**config.mk**
```make
export PLATFORM = sky130hd
export DESIGN_NAME = sem_bank
export DESIGN_NICKNAME = d
export VERILOG_FILES = /design/src/rtl/sem_bank.sv
export SDC_FILE = /design/constraint.sdc
export NUM_CORES = 1
export LEC_CHECK = 0
export ABC_AREA = 1
export BUFFER_PORTS_ARGS = -buffer_cell sky130_fd_sc_hd__buf_2
export CORE_UTILIZATION = 47
export DETAILED_ROUTE_END_ITERATION = 10
export GPL_TIMING_DRIVEN = 0
export PLACE_DENSITY_LB_ADDON = 0.12
export SLEW_MARGIN = 20
export SYNTH_ARGS = -nofsm -noshare
export SYNTH_HDL_FRONTEND = slang
export SYNTH_SLANG_ARGS = --single-unit
```
**constraint.sdc**
```tcl
create_clock -name clk -period 1.2 [get_ports clk]
set_input_delay 0.18 -clock clk [delete_from_list [all_inputs] [get_ports clk]]
set_output_delay 0.18 -clock clk [all_outputs]
set_load 0.02 [all_outputs]
```
**src/rtl/sem_bank.sv**
```systemverilog
module sem_bank #(
  parameter int NUM_SEM = 8,
  parameter int ADDR_W  = 17,
  parameter int DATA_W  = 9
) (
  input  logic              clk,
  input  logic              rst_n,
  input  logic              l_sel,
  input  logic              l_wr,
  input  logic              l_oe,
  input  logic [ADDR_W-1:0] l_addr,
  input  logic [DATA_W-1:0] l_wdata,
  output logic [DATA_W-1:0] l_rdata,
  input  logic              r_sel,
  input  logic              r_wr,
  input  logic              r_oe,
  input  logic [ADDR_W-1:0] r_addr,
  input  logic [DATA_W-1:0] r_wdata,
  output logic [DATA_W-1:0] r_rdata
);
  localparam int IDX_W = $clog2(NUM_SEM);

  logic [IDX_W-1:0]   l_idx, r_idx;
  logic               l_wen, r_wen, l_ren, r_ren;
  logic [NUM_SEM-1:0] req_l_n, req_r_n, req_l_nx, req_r_nx;
  logic [NUM_SEM-1:0] own_l, own_r, own_l_nx, own_r_nx;
  logic               l_rd_q, r_rd_q, l_hold, r_hold;
  logic               unused_bits;

  assign l_idx = l_addr[IDX_W-1:0];
  assign r_idx = r_addr[IDX_W-1:0];
  assign l_wen = l_sel & l_wr;
  assign r_wen = r_sel & r_wr;
  assign l_ren = l_sel & l_oe & ~l_wr;
  assign r_ren = r_sel & r_oe & ~r_wr;
  assign unused_bits = ^{l_addr[ADDR_W-1:IDX_W], r_addr[ADDR_W-1:IDX_W],
                         l_wdata[DATA_W-1:1], r_wdata[DATA_W-1:1]};

  // request latches and ownership, left wins a same-edge tie
  always_comb begin
    req_l_nx = req_l_n;
    req_r_nx = req_r_n;
    if (l_wen) req_l_nx[l_idx] = l_wdata[0];
    if (r_wen) req_r_nx[r_idx] = r_wdata[0];
    own_l_nx = own_l;
    own_r_nx = own_r;
    for (int i = 0; i < NUM_SEM; i++) begin
      if (own_l[i]) begin
        if (req_l_nx[i]) begin
          own_l_nx[i] = 1'b0;
          own_r_nx[i] = ~req_r_nx[i];
        end
      end else if (own_r[i]) begin
        if (req_r_nx[i]) begin
          own_r_nx[i] = 1'b0;
          own_l_nx[i] = ~req_l_nx[i];
        end
      end else if (!req_l_nx[i]) begin
        own_l_nx[i] = 1'b1;
      end else if (!req_r_nx[i]) begin
        own_r_nx[i] = 1'b1;
      end
    end
  end

  always_ff @(posedge clk) begin
    if (!rst_n) begin
      req_l_n <= '1;
      req_r_n <= '1;
      own_l   <= '0;
      own_r   <= '0;
    end else begin
      req_l_n <= req_l_nx;
      req_r_n <= req_r_nx;
      own_l   <= own_l_nx;
      own_r   <= own_r_nx;
    end
  end

  // read snapshot taken on the first cycle of a read
  always_ff @(posedge clk) begin
    if (!rst_n) begin
      l_rd_q <= 1'b0;
      r_rd_q <= 1'b0;
      l_hold <= 1'b1;
      r_hold <= 1'b1;
    end else begin
      l_rd_q <= l_ren;
      r_rd_q <= r_ren;
      if (l_ren && !l_rd_q) l_hold <= ~own_l[l_idx];
      if (r_ren && !r_rd_q) r_hold <= ~own_r[r_idx];
    end
  end

  assign l_rdata = l_rd_q ? {DATA_W{l_hold}} : '0;
  assign r_rdata = r_rd_q ? {DATA_W{r_hold}} : '0;

  assert_single_owner_R4: assert property (@(posedge clk) disable iff (!rst_n)
    (own_l & own_r) == '0);
  assert_owner_has_request_R6: assert property (@(posedge clk) disable iff (!rst_n)
    ((own_l & req_l_n) | (own_r & req_r_n)) == '0);
  assert_no_idle_request_R5: assert property (@(posedge clk) disable iff (!rst_n)
    (~own_l & ~own_r & (~req_l_n | ~req_r_n)) == '0);
  assert_left_hold_R8: assert property (@(posedge clk) disable iff (!rst_n)
    (l_rd_q && $past(l_rd_q)) |-> $stable(l_rdata));
  assert_right_hold_R8: assert property (@(posedge clk) disable iff (!rst_n)
    (r_rd_q && $past(r_rd_q)) |-> $stable(r_rdata));
endmodule

```
==> metrics.yaml <==
worst_setup_path:
  worstSetupStartpoint: "l_rd_q$_SDFF_PN0_"
  required_ps: 1020
  crit_chain: "nand2_4, clkinvlp_4, buf_4, buf_6"
  critPathMaxStageDelay_ps: 330
  ff2ff_setup_slack_ps: 180
  worst-r2r-cell-count: 4
  critPathCapture: "l_rdata[4]"
  r2r_start: "l_rd_q$_SDFF_PN0_"
  worst_setup_path_start_kind: "register"
  r2r-end: "l_hold$_SDFFE_PN1P_"
  worst_setup_path_end_kind: "primary output"
  worstPathMaxFanout: 4
  cp_slowest_cell: "dfxtp_2"
  worstSetupPathType: "register to primary output"
  worstPathArrival_ps: 1070
die:
  die_area_um2: 4187
  die_h_um: 64.71
  core_region_area_um2: 3716
  num_rows: 22
  chipWidth_um: 64.71
  pin_count: 78
  start_util_pct: 49.73
finish:
  postLayoutCoreUtil_pct: 61.99
  diodes: 0
  postLayoutCellArea_um2: 2303
  area_delta_synth_final_pct: 24.64
  nets: 365
  layout-drive-gt1-share_pct: 28.43
timing:
  holdWs_ps: 96.19
  rsz0062_at_grt: "true"
  setup_viol_count_final: 10
  relSlewSlack_pct: 65.67
  tightest_slew_ps: 509.6
  skew_ps: 2.476
  period_share_pct: 104.5
  fin_ws_ps: -54.06
  drv_slew: 0
  maxClockFrequency_mhz: 797.4
  period_needed_ps: 1254
  final_hold_viol_count: 0
  tns_ps: -339.8
outcome:
  status: "finished, violations left"
  violations: "negative setup slack"
run:
  cap_violations: 0
yosys:
  synth_top_area_cell: "dfxtp_1"
  synth_area_leaders: "dfxtp_1, nand2_1, inv_1"
  synth_area_um2: 1848
  syn_inst: 264
  synth.top_cell.area_share_pct: 39.00
  synth_seq_cells: 36
  synth_edf_count: 0
  avgSynthCellArea_um2: 7.000
  seq_area_frac_synth_pct: 39.00
  synthFlopType: "dfxtp_1"
  async_reset_ff_share_pct: 0
  synth_nets: 324
  ys_types: 24
  synthTopCellsByCount: "nand2_1, dfxtp_1, inv_1"
  synth.most_common_cell: "nand2_1"
  ys_warn_count: 0
drt:
  drtPass1Iterations: 4
  drc: 0
  wirelength_mm: 4.115
  avgRoutedWirePerCell_um: 11.62
  detail-route-antenna-nets: 0
  vias_per_cell: 4.768
  drtIter0Drc: 56
  vias: 1688
grt:
  grt.total_usage_pct: 22.69
  grt_pass1_vias: 1625
  grt_overflow: 0
  grt_start_max_net_pins: 12
  grt_pass1_wl_mm: 7.044
  antenna_found_initial: 0
cts:
  cts_buffers: 5
  numClockSinks: 36
  cts_tree: "done"
  cts_buffer_depth: 2
  h-tree-depth: 2
  clk_latency_ps: 290
  root_buffer: "clkbuf_8"
  ctsHoldBuffers: 0
  clk_pin_slew_worst_paths_ps: 70
placement:
  post-place-ws_ps: -81.70
  io_buffers: 32
  place_area_um2: 2068
  gp_congestion: 0.7922
  place_hpwl_mm: 3.047
power:
  p_leak_uw: 0.001153
  peakVddDrop_uv: 806.2
  power-per-cell-area_nw_per_um2: 1120
worst_hold_path:
  holdCritPathClass: "input pin to register"
worst min path at each step:
stage,from,end,slack (ps),cells past startpoint
final,r_wr,r_rd_q$_SDFF_PN0_,100,2
after global routing,r_wr,r_rd_q$_SDFF_PN0_,120,2
after detailed placement,r_wr,r_rd_q$_SDFF_PN0_,410,2
after CTS,r_wr,r_rd_q$_SDFF_PN0_,90,2
after floorplan,l_wr,l_rd_q$_SDFF_PN0_,260,1
after global placement,r_wr,r_rd_q$_SDFF_PN0_,420,2
critical path: cells and delay by family, from the launching register on:
kind          cells  cell delay [ps]
buf+inv           3              360
flops             1              330
simple gates      1               80
what timing repair did:
item	in CTS	in global routing
setup buffers	0	0
cloned	0	2
resized for setup	36	6
setup endpoints to repair	18	18
logic make-up (layout without fill, tap and decap cells):
kind of cell | count (synthesis) | after routing | synth area share, %
AOI/OAI and AO/OA | 34 | 34 | 11.71
DFF | 36 | 36 | 39.00
and+or+nand+nor | 136 | 136 | 33.38
buffers and inverters | 58 | 100 | 15.91
where the power goes:
part           switching [uW]  internal [uW]  total [uW]
combinational             187            115         302
clock                     435            616        1050
sequential               11.7           1210        1230
flip-flops by register name, indices dropped and copies added, names as in the netlist:
| signal | count |
|---|---|
| req_r_n | 8 |
| r_hold | 1 |
| l_hold | 1 |
| req_l_n | 8 |
| r_rd_q | 1 |
| l_rd_q | 1 |
| own_l | 8 |
| own_r | 8 |
final cells by class:
cell class,count,area [um^2]
inverters,38,147.6
repair inverters,2,15.01
well taps,48,60.06
flip-flops and latches,36,725.7
plain buffers,20,146.4
fillers,340,1413
multi-input cells,170,848.3
repair buffers,32,252.7
clock inverters,2,35.03
clock buffers,6,72.57
per-stage QoR:
step | instances | power, uW
finish | 354 | 2579
global route | 354 | 2706
CTS | 352 | 2596
detailed placement | 344 | 1527
global placement | 344 | 1525
floorplan | 264 | 1433
placed cells by master, fill, tap and decap left out, drive strengths merged, types with 2 or more instances in the layout:
| cell | count |
|---|---|
| buf | 50 |
| clkbuf | 8 |
| inv | 38 |
| nand3 | 24 |
| o21ai | 8 |
| nor4 | 4 |
| nand2 | 79 |
| a21oi | 20 |
| o211ai | 4 |
| clkinvlp | 2 |
| dfxtp | 36 |
| nor2 | 28 |
per-layer routing:
layer  vias up  global-route usage (%)  wire [um]
met2        40                   39.19       2016
met3         9                   5.458        171
met5         -                       0          0
met1       738                   25.41       1820
met4         0                   12.22        106
li1        901                       -          -
(Power assumes the default switching activity.)
